--- src/rtl/bnkirq_pkg.sv ---
package bnkirq_pkg;

  localparam logic [15:0] DEC_MASK = 16'hE001;
  localparam logic [15:0] A_CTL    = 16'h8000;
  localparam logic [15:0] A_BANK   = 16'h8001;
  localparam logic [15:0] A_MIR    = 16'hA000;
  localparam logic [15:0] A_CNT    = 16'hC000;
  localparam logic [15:0] A_LAT    = 16'hC001;
  localparam logic [15:0] A_RELOAD = 16'hE000;
  localparam logic [15:0] A_ENABLE = 16'hE001;

  localparam int PRG_SLOTS = 4;
  localparam int CHR_SLOTS = 8;
  localparam int NUM_WREGS = 8;

  // one-cycle strobes from the decoder to the datapath
  typedef struct packed {
    logic ctlWr;
    logic bankWr;
    logic mirWr;
    logic cntLd;
    logic latLd;
    logic reloadOff;
    logic enOn;
    logic lineTick;
    logic renderOn;
  } strobe_t;

endpackage

--- src/rtl/bnkirq_decode.sv ---
module bnkirq_decode
  import bnkirq_pkg::*;
#(
  parameter int LINE_W    = 9,
  parameter int LAST_LINE = 239
) (
  input  logic              wrEn,
  input  logic [15:0]       wrAddr,
  input  logic              lineStrobe,
  input  logic [LINE_W-1:0] lineNum,
  input  logic              renderOn,
  output strobe_t           stb
);

  logic [15:0] selAddr;
  logic        visible;

  assign selAddr = wrAddr & DEC_MASK;
  assign visible = (lineNum <= LINE_W'(LAST_LINE));

  always_comb begin
    stb           = '0;
    stb.ctlWr     = wrEn && (selAddr == A_CTL);
    stb.bankWr    = wrEn && (selAddr == A_BANK);
    stb.mirWr     = wrEn && (selAddr == A_MIR);
    stb.cntLd     = wrEn && (selAddr == A_CNT);
    stb.latLd     = wrEn && (selAddr == A_LAT);
    stb.reloadOff = wrEn && (selAddr == A_RELOAD);
    stb.enOn      = wrEn && (selAddr == A_ENABLE);
    stb.lineTick  = lineStrobe && visible;
    stb.renderOn  = renderOn;
  end

endmodule

--- src/rtl/bnkirq_banks.sv ---
module bnkirq_banks
  import bnkirq_pkg::*;
#(
  parameter int DATA_W = 8
) (
  input  logic                                clk,
  input  logic                                rstN,
  input  strobe_t                             stb,
  input  logic [DATA_W-1:0]                   wrData,
  output logic [PRG_SLOTS-1:0][DATA_W-1:0]    prgSlot,
  output logic [CHR_SLOTS-1:0][DATA_W-1:0]    chrSlot,
  output logic                                mirrorHorz
);

  localparam int SEL_W = $clog2(NUM_WREGS);
  localparam int HALF  = CHR_SLOTS / 2;
  localparam logic [DATA_W-1:0] FIXED_LO = {{(DATA_W-1){1'b1}}, 1'b0};
  localparam logic [DATA_W-1:0] FIXED_HI = {DATA_W{1'b1}};

  function automatic logic [DATA_W-1:0] resetVal(input int idx);
    case (idx)
      0:       return DATA_W'(0);
      1:       return DATA_W'(2);
      2:       return DATA_W'(4);
      3:       return DATA_W'(5);
      4:       return DATA_W'(6);
      5:       return DATA_W'(7);
      6:       return DATA_W'(8'h3C);
      default: return DATA_W'(8'h3D);
    endcase
  endfunction

  logic [DATA_W-1:0] ctlReg;
  logic              mirReg;
  logic [SEL_W-1:0]  bankSel;
  logic              prgSwap;
  logic              chrSwap;
  logic [DATA_W-1:0] bankReg [NUM_WREGS];
  logic [CHR_SLOTS-1:0][DATA_W-1:0] chrLinear;

  assign bankSel = ctlReg[SEL_W-1:0];
  assign prgSwap = ctlReg[6];
  assign chrSwap = ctlReg[7];

  always_ff @(posedge clk or negedge rstN) begin
    if (!rstN) begin
      ctlReg <= '0;
      mirReg <= 1'b0;
    end else begin
      if (stb.ctlWr) ctlReg <= wrData;
      if (stb.mirWr) mirReg <= wrData[0];
    end
  end

  // writable bank registers; the two 2 KB ones keep data >> 1
  for (genvar g = 0; g < NUM_WREGS; g++) begin : g_reg
    logic [DATA_W-1:0] q;
    logic [DATA_W-1:0] nextVal;
    if (g < 2) begin : g_wide
      assign nextVal = wrData >> 1;
    end else begin : g_narrow
      assign nextVal = wrData;
    end
    always_ff @(posedge clk or negedge rstN) begin
      if (!rstN) q <= resetVal(g);
      else if (stb.bankWr && (bankSel == SEL_W'(g))) q <= nextVal;
    end
    assign bankReg[g] = q;
  end

  // pattern space before the half swap, in 1 KB units
  for (genvar k = 0; k < CHR_SLOTS; k++) begin : g_lin
    if (k < HALF) begin : g_pair
      assign chrLinear[k] = {bankReg[k/2][DATA_W-2:0], 1'(k % 2)};
    end else begin : g_single
      assign chrLinear[k] = bankReg[k-2];
    end
  end

  for (genvar p = 0; p < CHR_SLOTS; p++) begin : g_chr
    assign chrSlot[p] = chrSwap ? chrLinear[p ^ HALF] : chrLinear[p];
  end

  assign prgSlot[0]  = prgSwap ? FIXED_LO : bankReg[6];
  assign prgSlot[1]  = bankReg[7];
  assign prgSlot[2]  = prgSwap ? bankReg[6] : FIXED_LO;
  assign prgSlot[3]  = FIXED_HI;
  assign mirrorHorz  = mirReg;

endmodule

--- src/rtl/bnkirq_scanline.sv ---
module bnkirq_scanline
  import bnkirq_pkg::*;
#(
  parameter int DATA_W = 8,
  parameter int CNT_W  = 9
) (
  input  logic              clk,
  input  logic              rstN,
  input  strobe_t           stb,
  input  logic [DATA_W-1:0] wrData,
  output logic              irqOut
);

  localparam logic signed [CNT_W-1:0] CNT_MIN = {1'b1, {(CNT_W-1){1'b0}}};

  logic signed [CNT_W-1:0] cnt;
  logic [DATA_W-1:0]       latch;
  logic                    enable;
  logic                    irqReg;
  logic                    notAbove;

  assign notAbove = cnt[CNT_W-1] || (cnt == '0);

  always_ff @(posedge clk or negedge rstN) begin
    if (!rstN) begin
      cnt    <= '0;
      latch  <= '0;
      enable <= 1'b0;
      irqReg <= 1'b0;
    end else begin
      if (stb.latLd) latch  <= wrData;
      if (stb.enOn)  enable <= 1'b1;
      if (stb.reloadOff) begin
        cnt    <= CNT_W'(latch);
        enable <= 1'b0;
        irqReg <= 1'b0;
      end else if (stb.cntLd) begin
        cnt <= CNT_W'(wrData);
      end else if (stb.lineTick) begin
        if (notAbove && enable) begin
          irqReg <= 1'b1;
        end else if (stb.renderOn && (cnt != CNT_MIN)) begin
          cnt <= cnt - 1'b1;
        end
      end
    end
  end

  assign irqOut = irqReg;

endmodule

--- src/rtl/bank_irq_ctrl.sv ---
module bank_irq_ctrl
  import bnkirq_pkg::*;
#(
  parameter int DATA_W    = 8,
  parameter int CNT_W     = 9,
  parameter int LINE_W    = 9,
  parameter int LAST_LINE = 239
) (
  input  logic                             clk,
  input  logic                             rstN,
  input  logic                             wrEn,
  input  logic [15:0]                      wrAddr,
  input  logic [DATA_W-1:0]                wrData,
  input  logic                             lineStrobe,
  input  logic [LINE_W-1:0]                lineNum,
  input  logic                             renderOn,
  output logic [PRG_SLOTS-1:0][DATA_W-1:0] prgSlot,
  output logic [CHR_SLOTS-1:0][DATA_W-1:0] chrSlot,
  output logic                             mirrorHorz,
  output logic                             irqOut
);

  strobe_t stb;

  bnkirq_decode #(.LINE_W(LINE_W), .LAST_LINE(LAST_LINE)) i_decode (
    .wrEn       (wrEn),
    .wrAddr     (wrAddr),
    .lineStrobe (lineStrobe),
    .lineNum    (lineNum),
    .renderOn   (renderOn),
    .stb        (stb)
  );

  bnkirq_banks #(.DATA_W(DATA_W)) i_banks (
    .clk        (clk),
    .rstN       (rstN),
    .stb        (stb),
    .wrData     (wrData),
    .prgSlot    (prgSlot),
    .chrSlot    (chrSlot),
    .mirrorHorz (mirrorHorz)
  );

  bnkirq_scanline #(.DATA_W(DATA_W), .CNT_W(CNT_W)) i_scanline (
    .clk    (clk),
    .rstN   (rstN),
    .stb    (stb),
    .wrData (wrData),
    .irqOut (irqOut)
  );

endmodule

--- config.mk ---
export PLATFORM = sky130hd
export DESIGN_NAME = bank_irq_ctrl
export DESIGN_NICKNAME = d
export VERILOG_FILES = /design/src/rtl/bnkirq_pkg.sv /design/src/rtl/bnkirq_decode.sv /design/src/rtl/bnkirq_banks.sv /design/src/rtl/bnkirq_scanline.sv /design/src/rtl/bank_irq_ctrl.sv
export SDC_FILE = /design/constraint.sdc
export NUM_CORES = 1
export LEC_CHECK = 0
export ABC_CLOCK_PERIOD_IN_PS = 1900
export BUFFER_PORTS_ARGS = -buffer_cell sky130_fd_sc_hd__buf_2
export CAP_MARGIN = 15
export CORE_MARGIN = 2
export CORE_UTILIZATION = 47
export DETAILED_ROUTE_END_ITERATION = 12
export PLACE_DENSITY = 0.85
export RECOVER_POWER = 50
export SLEW_MARGIN = 20
export SYNTH_ARGS = -nofsm -noshare
export SYNTH_HDL_FRONTEND = slang
export SYNTH_HIERARCHICAL = 1
export SYNTH_SLANG_ARGS = --single-unit
--- constraint.sdc ---
create_clock -name clk -period 1.9 [get_ports clk]
set_input_delay 0.38 -clock clk [delete_from_list [all_inputs] [get_ports clk]]
set_output_delay 0.38 -clock clk [all_outputs]
set_load 0.02 [all_outputs]
# Word level (Yosys, flattened, before mapping)
# Cells that the tools add are included.
# Widths: inputs -> output; s select.
# word_totals
regBits	90
elab_cells	82
# classes
add_sub_neg	1
n_lt_le_gt_ge	1
n_eq_ne	17
muxes	21
n_reduce_logical	28
# op_table
cell	count
$mux 8	10
$mux 9	5
$eq 4x4->1 const B	7
$logic_and 1x1->1	18
$eq 3x3->1 const B	4
$le 9x8->1 const B	1
$logic_not 9->1	1
$ne 9x9->1 const B	1
$sub 9x1->9 const B	1
$eq 3x2->1 const B	2
$mux 1	6
$reduce_and 3->1	2
$reduce_bool 2->1	3
$reduce_bool 3->1	2
$eq 3x1->1 const B	1
$logic_not 3->1	1
$ne 3x3->1 const B	1
$ne 2x2->1 const B	1
$logic_or 1x1->1	1

# Longest topological paths before layout
# depth
ltp_word	7
mapped_depth	8

# By module
# Netlist, hierarchy kept.
# modules_own_cells
module	n_inst	cells_per_inst	area_each_um2	seq_area_each_um2
bnkirq_banks	1	335	3498.4	1724.2
bnkirq_scanline	1	108	1077.3	475.5
bnkirq_decode	1	15	90.1	0.0

# Worst setup path before layout
# No wires, ideal clock.
# synth_timing
path_kind	reg-to-reg
startpoint	register i_scanline.cnt[4]
endpoint	register i_scanline.cnt[1]
setup_ns	0.111
t_arrival_ns	1.771
required_time_ns	1.789
slack_ns	0.018
stages_incl_launch_ff	8
period_less_slack_ns	1.882
path_cell_list	dfrtp_1 -> buf_6 -> nor4_4 -> o2111ai_1 -> and2_1 -> buf_6 -> mux2_4 -> a222oi_1
# synth_via
elab_chain_cells	5
elab_cells_between_ends	8
classes_between	2 x eq/ne; 6 x reduce/logical
# synth_rtl
item	line	source
from (decl)	bnkirq_scanline.sv:16	logic signed [CNT_W-1:0] cnt;
from (signal assigned)	bnkirq_scanline.sv:34	cnt <= CNT_W'(latch);
from (signal assigned)	bnkirq_scanline.sv:38	cnt <= CNT_W'(wrData);
from (signal assigned)	bnkirq_scanline.sv:43	cnt <= cnt - 1'b1;
$logic_not 9->1	bnkirq_scanline.sv:22	assign notAbove = cnt[CNT_W-1] || (cnt == '0);
$logic_or 1x1->1	bnkirq_scanline.sv:22	
$logic_and 1x1->1	bnkirq_scanline.sv:40	if (notAbove && enable) begin
$ne 3x3->1 (no source line)	--	
$reduce_and 3->1 (no source line) (*)	--	
# Mark *: on every way between the ends. The rest lies on a longest branch, timed or not.
# A chain may end at the register's enable or synchronous reset.

==> impl_metrics.json <==
{
  "cts.path.max_buffers": 2,
  "final.fill_count": 844,
  "vias": 3722,
  "synth_edf_count": 0,
  "required_ps": 1520,
  "grt_start_max_net_pins": 48,
  "synthArstFlopShare": 1.00,
  "relSlewSlack": 0.238,
  "combPwrFrac": 0.365,
  "busiest_layer": "met2",
  "netSwitchingPower_mw": 2.33,
  "final_antenna_net_count": 0,
  "arrival_ps": 1520,
  "syn_avg_cell_area_sq_um": 10.2,
  "core_sq_um": 9680,
  "status": "finished, final reports clean",
  "p_int_mw": 3.76,
  "floorplan.initialDensity": 0.482,
  "synthesis.area_sq_um": 4670,
  "utilization": 0.582,
  "dieHeight_microns": 104,
  "die_w_microns": 104,
  "maxCapViolCount": 0,
  "nNetsFinal": 621,
  "dieArea_sq_um": 10700,
  "grt_usage": 0.206,
  "swShare": 0.383,
  "cts.clk_slew.worst_paths_ps": 90,
  "gp_congestion": 0.827,
  "power_density_nw_per_um2": 1080,
  "r2r_slack_ps": 100,
  "setup_ws_ps": 2.19,
  "worstMarginPinSlew_ps": 1140,
  "routedWlPerCell_microns": 15.3,
  "hold_buffers": 0,
  "ys_types": 43,
  "grt_overflow": 0,
  "timing.hold.ws_ps": 231,
  "firstDrtPassIters": 4,
  "seq_area_frac_synth": 0.471,
  "clock.fmax_ghz": 0.527,
  "cp-start-kind": "register",
  "min_period_ps": 1900,
  "ys.flop_type": "dfrtp_1",
  "grt_setup_unrepaired": "yes",
  "setup_viol": 0,
  "areaGrowthSynthToFinish_pct": 20.8,
  "cts.sinks": 87,
  "vdd_drop_max_uv": 600,
  "fin_worst_skew_ps": 10.6,
  "met2_usage": 0.343,
  "antenna_found_initial": 0,
  "drc": 0,
  "pwr-share-seq": 0.415,
  "drt_iter0_drc": 159,
  "hp-class": "in2async",
  "portBuffers": 111,
  "drive_above_1_share": 0.433,
  "p_clk_frac": 0.220,
  "dp_slack_ps": -67.8,
  "dpl.hpwl_microns": 7780,
  "cts-buffers-inserted": 9,
  "finalHoldViolations": 0,
  "power_leakage_nw": 2.86,
  "clk_latency_ps": 350,
  "num_antenna_cells": 0,
  "syn_inst": 458,
  "grt_use_met1": 0.268,
  "power_mw": 6.09,
  "num_rows": 36,
  "grt_pass1_vias": 3541,
  "fin_crit_sh": 0.999,
  "met3_usage": 0.0302,
  "crit_type": "reg2out",
  "final_cell_area_sq_um": 5640,
  "cts_root_buf": "clkbuf_8",
  "yosysWarningCount": 6,
  "synth-seq-cells": 87,
  "slew_violations": 0,
  "cts_tree": "built",
  "end_kind": "output pin",
  "routed_wl_microns": 11000,
  "path_max_fanout": 37,
  "ios": 136,
  "grt_pass1_wl_microns": 17700,
  "place_area_sq_um": 5420,
  "htreeDepth": 3,
  "avgViaCountPerCell": 5.18
}
Yosys cell counts, drive strengths merged (4+ instances only):
master / n / area, sq um
nor3: 6 / 40.0
nor2b: 4 / 25.0
clkbuf: 11 / 41.3
dfstp: 18 / 473
nor2: 17 / 63.8
nand3: 4 / 20.0
or2: 10 / 62.6
inv: 32 / 120
nand2: 83 / 312
nand2b: 25 / 156
nand4: 4 / 25.0
buf: 23 / 180
and2: 5 / 31.3
mux2: 76 / 860
dfrtp: 69 / 1730
a22oi: 4 / 30.0
o21ai: 35 / 175
final timing paths:
| check | start | end | cells after the start |
|---|---|---|---|
| max in group asynchronous | rstN | i_banks/g_reg[6].q[4] | 2 |
| min in group clk | wrData[1] | i_scanline/cnt[1] | 3 |
| worst max-delay path | i_banks/ctlReg[7] | chrSlot[34] | 3 |
| worst max register to register | i_scanline/cnt[4] | i_scanline/cnt[1] | 5 |
| worst min-delay path | rstN | i_scanline/latch[7] | 1 |
| worst min register to register | i_scanline/latch[6] | i_scanline/latch[6] | 1 |
state kept, by name, indices dropped and copies added, names as in the netlist:
signal              cells
i_scanline/irqOut       1
i_banks/ctlReg          5
i_scanline/latch        8
i_scanline/cnt          9
i_banks/g.q            62
i_scanline/enable       1
i_banks/mirrorHorz      1
power by group through the flow:
stage          Clock (mW)  Combinational [mW]  Sequential, mW
2_1_floorplan           0                1.56            2.45
3_3_place_gp            0                2.04            2.55
3_5_place_dp            0                2.11            2.57
4_1_cts              1.38                2.20            2.53
5_1_grt              1.46                2.42            2.59
6_report             1.34                2.23            2.53
metal layers:
layer / wire [microns] / vias to the layer above
met5: 0 / -
met4: 257 / 0
met3: 457 / 22
met2: 5420 / 104
met1: 4850 / 1833
li1: - / 1763
area by class of cell:
class | instances | area (sq um) | area share
Inverter | 32 | 120 | 0.0213
Sequential cell | 87 | 2200 | 0.390
Clock buffer | 9 | 124 | 0.0220
Clock inverter | 7 | 86.3 | 0.0153
Tap cell | 133 | 166 | 0.0295
Timing Repair Buffer | 139 | 773 | 0.137
Multi-Input combinational cell | 312 | 2170 | 0.384
worst max-delay path: stages, from the launching register on:
cell and delay, ps:
dfrtp_2 460, bufbuf_16 320, o21ai_0 190, buf_2 190
through the flow:
step                cells  TNS (ps)
global placement      699     -38.5
floorplan             465         0
global route          719      -463
finish                719         0
CTS                   718         0
detailed placement    699      -608
cell families (layout without fill, tap and decap cells):
logic type | after synthesis | in the layout | synth area share
flops | 87 | 87 | 0.471
other cells | 1 | 8 | 0.000804
compound gates | 54 | 54 | 0.0719
buf+inv | 66 | 187 | 0.0732
mux | 77 | 77 | 0.186
fa+ha+maj | 2 | 2 | 0.00536
simple gates | 171 | 171 | 0.191
what timing repair did:
action                                 CTS  global route
setup endpoints to repair               49            24
buffers inserted                         2             1
endpoints found under the hold margin    0             0
resized for setup                        0            15
gates cloned                             1             0
pin swaps                                0             2
cells in the final DEF (no fill, tap or decap), types with 2 or more instances in the layout:
cell type and n:
buf_4 23, ha_1 2, inv_1 32, and2_1 4, a22oi_1 4, a31oi_1 2, nor3_1 5, o21ai_1 7
mux2_2 75, dfrtp_1 68, nor4bb_2 3, clkbuf_1 18, nor4_1 2, conb_1 8, nand2_1 83, clkbuf_2 2
or2_2 10, inv_8 2, nand2b_1 25, o311a_2 2, nand4_1 4, buf_2 94, o21ai_0 28, nor2_1 17
nand4b_2 2, a21oi_1 2, a32o_1 3, nor2b_1 4, inv_6 2, nand3_1 4, dfstp_2 18, clkbuf_8 9
Power figures use the tool's default switching activity.
